`config.mk`:
```
export PLATFORM = sky130hd
export DESIGN_NAME = dma_prio_arbiter
export DESIGN_NICKNAME = d
export VERILOG_FILES = /design/src/rtl/dma_prio_arbiter.sv
export SDC_FILE = /design/constraint.sdc
export NUM_CORES = 1
export LEC_CHECK = 0
export ABC_AREA = 1
export BUFFER_PORTS_ARGS = -buffer_cell sky130_fd_sc_hd__buf_4
export CAP_MARGIN = 20
export CORE_MARGIN = 5
export CORE_UTILIZATION = 42
export CTS_CLUSTER_SIZE = 40
export DETAILED_ROUTE_END_ITERATION = 8
export PLACE_DENSITY_LB_ADDON = 0.1
export SLEW_MARGIN = 20
export SYNTH_ARGS = -nofsm -noshare
export SYNTH_HDL_FRONTEND = slang
export SYNTH_SLANG_ARGS = --single-unit
```
`constraint.sdc`:
```
create_clock -name clk -period 18.6 [get_ports clk]
set_input_delay 1.86 -clock clk [delete_from_list [all_inputs] [get_ports clk]]
set_output_delay 1.86 -clock clk [all_outputs]
set_load 0.02 [all_outputs]
```
`src/rtl/dma_prio_arbiter.sv`:
```
module dma_prio_arbiter #(
  parameter int NCH = 8,
  parameter int PW  = 2,
  localparam int IW = (NCH > 1) ? $clog2(NCH) : 1
) (
  input  logic              clk,
  input  logic              rst_n,
  input  logic [NCH-1:0]    req,
  input  logic [NCH*PW-1:0] prio,
  input  logic [NCH-1:0]    m2m,
  input  logic              xfer_done,
  output logic [NCH-1:0]    grant,
  output logic [IW-1:0]     grant_idx,
  output logic              grant_valid
);

  logic [NCH-1:0] skip_q;
  logic [NCH-1:0] others;
  logic [NCH-1:0] cand;
  logic [IW-1:0]  sel_idx;
  logic [PW-1:0]  best_lvl;
  logic           found;

  assign grant_valid = |grant;
  assign others      = req & ~skip_q;
  assign cand        = (|others) ? others : req;

  always_comb begin
    sel_idx  = '0;
    best_lvl = '0;
    found    = 1'b0;
    for (int i = NCH - 1; i >= 0; i--) begin
      if (cand[i] && (!found || prio[i*PW +: PW] >= best_lvl)) begin
        found    = 1'b1;
        best_lvl = prio[i*PW +: PW];
        sel_idx  = IW'(i);
      end
    end
  end

  always_ff @(posedge clk) begin
    if (!rst_n) begin
      grant     <= '0;
      grant_idx <= '0;
      skip_q    <= '0;
    end else if (grant_valid) begin
      if (xfer_done) begin
        grant  <= '0;
        skip_q <= grant & m2m;
      end
    end else if (found) begin
      grant     <= NCH'(1) << sel_idx;
      grant_idx <= sel_idx;
      skip_q    <= '0;
    end
  end

endmodule


```
==> run summary <==
CTS
-----------------------------------------------------------------------------------------
Clock net sink count                                                                   19
Post-CTS repair timing setup buffer count                                               0
Largest buffer count on any clock path                                                  2
Clock buffers created by TritonCTS                                                      3
Clock network latency to the later pin of the worst-skew pair                     0.26 ns
Number of H-tree levels                                                                 1
Number of hold buffers added after cts                                                  0
Clock tree from TritonCTS                                                           built
Clock-pin slew of the registers on the worst-case setup and hold paths            0.07 ns
Post-cts sizing count                                                                   0
Buffer cell driving the clock tree root                                      sky130_fd_sc_hd__clkbuf_8

MIN PATH
-----------------------------------------------------------------------------------------
Class of the most critical hold timing path                                  register to register
Startpoint of the tightest hold check path                                      skip_q[7]
Number of stages on the worst hold path                                                 2
Worst-case hold path end point                                                  skip_q[7]

FINAL LAYOUT
-----------------------------------------------------------------------------------------
Summed area of non-filler cells in the final layout                             2130 um^2
Fin nets                                                                              371
Multi-input combinational cell area                                             1140 um^2
Final design utilization                                                            0.540
Final-layout fill cell count                                                          413
Area used by sequential logic in the layout                                      380 um^2
Synth-to-Final Area Change                                                          25.9%
Final instance count without filler cells                                             371
Share of layout cells above drive strength 1                                        0.277
Number of inserted diodes                                                               0

FLOORPLANNING
-----------------------------------------------------------------------------------------
Die Span X                                                                        73.5 um
Count of standard-cell rows                                                            23
Die area                                                                        5400 um^2
IO Pins                                                                                47
Die extent in y                                                                   73.5 um
Initial core utilization                                                            0.429
Area of the placeable core                                                      3940 um^2

WORST SETUP PATH
-----------------------------------------------------------------------------------------
Master of the slowest instance on the critical path                          sky130_fd_sc_hd__a211oi_1
Setup crit start kind                                                           input pin
FF-to-FF path depth                                                                    62
Startpoint of the worst-slack reg-to-reg timing path                            skip_q[7]
Delay of the slowest cell on the worst path                                       0.32 ns
Endpoint required time on the critical path                                      18.74 ns
Most numerous cell on the critical path                                      sky130_fd_sc_hd__nand2_2
Critical path arrival                                                             9.03 ns
Capture point of the worst reg-to-reg path                                       grant[0]
Category of the worst setup path capture point                                   register
Worst-path maximum fanout                                                               8
WS Path Type                                                                 input pin to register
Worst setup slack for register-to-register paths                                 11.05 ns

ROUTE
-----------------------------------------------------------------------------------------
Antenna viol nets, final                                                                0
Count of unresolved DRC violations after routing                                        0
Via density per instance                                                             4.76
Total wire length after detailed routing                                          4040 um
Detailed-route via count                                                             1767
Iter 0 DRT Violations                                                                  30
Number of iterations in the first detailed-routing pass                                 4
Routed length per placed instance                                                 10.9 um

PLACED DESIGN
-----------------------------------------------------------------------------------------
Routability congestion estimate from global placement                               0.780
HPWL after DPL                                                                    3380 um
Placed Area                                                                     2080 um^2
Count of buffers inserted at the top-level ports                                       46
Inst Count DP                                                                         367

SYNTHESIS
-----------------------------------------------------------------------------------------
Synth cell count leaders                                                     65 x sky130_fd_sc_hd__nand2_1, 38 x sky130_fd_sc_hd__inv_1, 28 x sky130_fd_sc_hd__nor2_1
Synthesized netlist net count                                                         322
Sequential cell area fraction in the yosys report                                   0.225
Proportion of register bits with asynchronous set or reset after synthesis              0
Distinct cells, synth                                                                  27
Cell taking the most area after synthesis                                    sky130_fd_sc_hd__dfxtp_1
Most used DFF post-synth                                                     sky130_fd_sc_hd__dfxtp_1
Yosys warning total                                                                     0
Syn_area_per_cell                                                               6.20 um^2
Number of flops mapped to enable cells by yosys                                         0
Number of standard cells after synthesis                                              273
Cell types occupying the most area after synthesis                           sky130_fd_sc_hd__dfxtp_1 22%, sky130_fd_sc_hd__nand2_1 14%, sky130_fd_sc_hd__ha_1 10%
Flip-flop and latch count after synthesis                                              19
Top-count cell post-synth                                                    sky130_fd_sc_hd__nand2_1
Post-synthesis cell area                                                        1690 um^2
Synth top area share                                                                0.225

STA
-----------------------------------------------------------------------------------------
Crit share post-route                                                               0.478
Sum Neg Setup Slack                                                                  0 ns
Slew at the pin with the worst max-slew slack                                    0.378 ns
Maximum clock rate                                                              0.112 GHz
Setup skew after layout                                                        0.00616 ns
Final-layout worst hold slack                                                    0.470 ns
Max_slew headroom                                                                   0.746
Number of hold-slack violations in the final timing report                              0
Minimum clock period after layout                                                 8.89 ns
Count of final max-slew check failures                                                  0
Setup repair after global routing missed its margin                                    no
Endpoints failing setup                                                                 0

GLOBAL ROUTING
-----------------------------------------------------------------------------------------
Antenna violations before repair                                                        0
Total congestion overflow after global routing                                          0
Wire length of the first global-routing pass                                      6940 um
Number of global-route vias before repair                                            1715
Maximum number of pins on one net before global-route repair                           14
Aggregate global-route resource usage                                               0.160

POWER
-----------------------------------------------------------------------------------------
Internal power                                                                   0.129 mW
Portion of total power attributed to the clock network                              0.109
Logic pwr share                                                                     0.675
Switching share of total power                                                      0.512
Power density over the cells                                                  124 nW/um^2
Register share of total power                                                       0.216
Maximum ir drop on the vdd rail                                                  0.145 mV
Leak Pwr                                                                          1.10 nW
Net switching power                                                              0.135 mW

RUN
-----------------------------------------------------------------------------------------
Max-Cap Viols                                                                           0

RUN STATUS
-----------------------------------------------------------------------------------------
Result of the run                                                            finished clean

==> stage by stage <==
| stage | power (mW) | setup slack (ns) |
|---|---|---|
| 3_5_place_dp | 0.236 | 9.42 |
| 4_1_cts | 0.266 | 9.69 |
| 5_1_grt | 0.293 | 8.73 |
| 6_report | 0.265 | 9.71 |
| 3_3_place_gp | 0.237 | 9.47 |
| 2_1_floorplan | 0.195 | 10.27 |
==> final cells by class <==
cell class,count,area share
Multi-Input combinational cell,210,0.535
Sequential cell,19,0.179
Timing Repair Buffer,46,0.162
Inverter,42,0.0740
Tap cell,50,0.0294
Clock buffer,4,0.0212
==> worst max-delay path, delay by kind of cell <==
family	cells	cell delay [ns]
buffers and inverters	7	0.44
AOI/OAI and AO/OA	8	1.35
adders and majority gates	7	1.70
and+or+nand+nor	40	3.69
==> registers in the layout, summed over array words and instances, names as in the netlist <==
| register | flops |
|---|---|
| skip_q | 8 |
| grant_idx | 3 |
| grant | 8 |
==> cells in the final DEF, fill, tap and decap left out, types with 4 or more instances in the layout <==
cell type	Yosys	final
sky130_fd_sc_hd__nand2_1	65	65
sky130_fd_sc_hd__buf_4	0	46
sky130_fd_sc_hd__inv_1	38	38
sky130_fd_sc_hd__nor2_1	28	28
sky130_fd_sc_hd__nand2_2	25	25
sky130_fd_sc_hd__nand3_1	22	22
sky130_fd_sc_hd__a21oi_1	22	22
sky130_fd_sc_hd__dfxtp_1	19	19
sky130_fd_sc_hd__ha_1	14	14
sky130_fd_sc_hd__o21ai_0	9	9
sky130_fd_sc_hd__inv_2	4	4
==> layer usage <==
metal  global-route usage  routed length (um)  part of all wire  vias up
met5                    0                   0                 0        -
met4               0.0543                  56             0.014        0
met3               0.0123                 173             0.043        5
met2                0.285                1890              0.47       32
met1                0.200                1920              0.47      764
li1                     -                   -                 -      966
==> power by group through the flow <==
stage	Sequential (mW)	Combinational (mW)	Clock, mW
after global placement	0.0581	0.179	0
after detailed placement	0.0578	0.178	0
after global routing	0.0583	0.204	0.0302
after floorplan	0.0638	0.131	0
after CTS	0.0571	0.180	0.0291
final	0.0572	0.178	0.0288
==> cells by family (layout without fill, tap and decap cells) <==
family                     count (synthesis)  after routing  share of synthesized area
adders and majority gates                 14             14                      0.104
and+or+nand+nor                          160            160                      0.456
buffers and inverters                     44             92                      0.102
DFF                                       19             19                      0.225
AOI/OAI and AO/OA                         36             36                      0.114
==> worst max path at each step <==
stage / startpoint / end / slack, ns / cells after the start
after detailed placement: req[7] / grant[2] / 9.42 / 60
final: req[7] / grant[0] / 9.71 / 62
after CTS: req[7] / grant[0] / 9.69 / 61
after global routing: req[7] / grant[4] / 8.73 / 68
after floorplan: req[7] / grant[4] / 10.27 / 60
after global placement: req[7] / grant[4] / 9.47 / 61
Note: power is estimated with default switching activity, not from simulation.
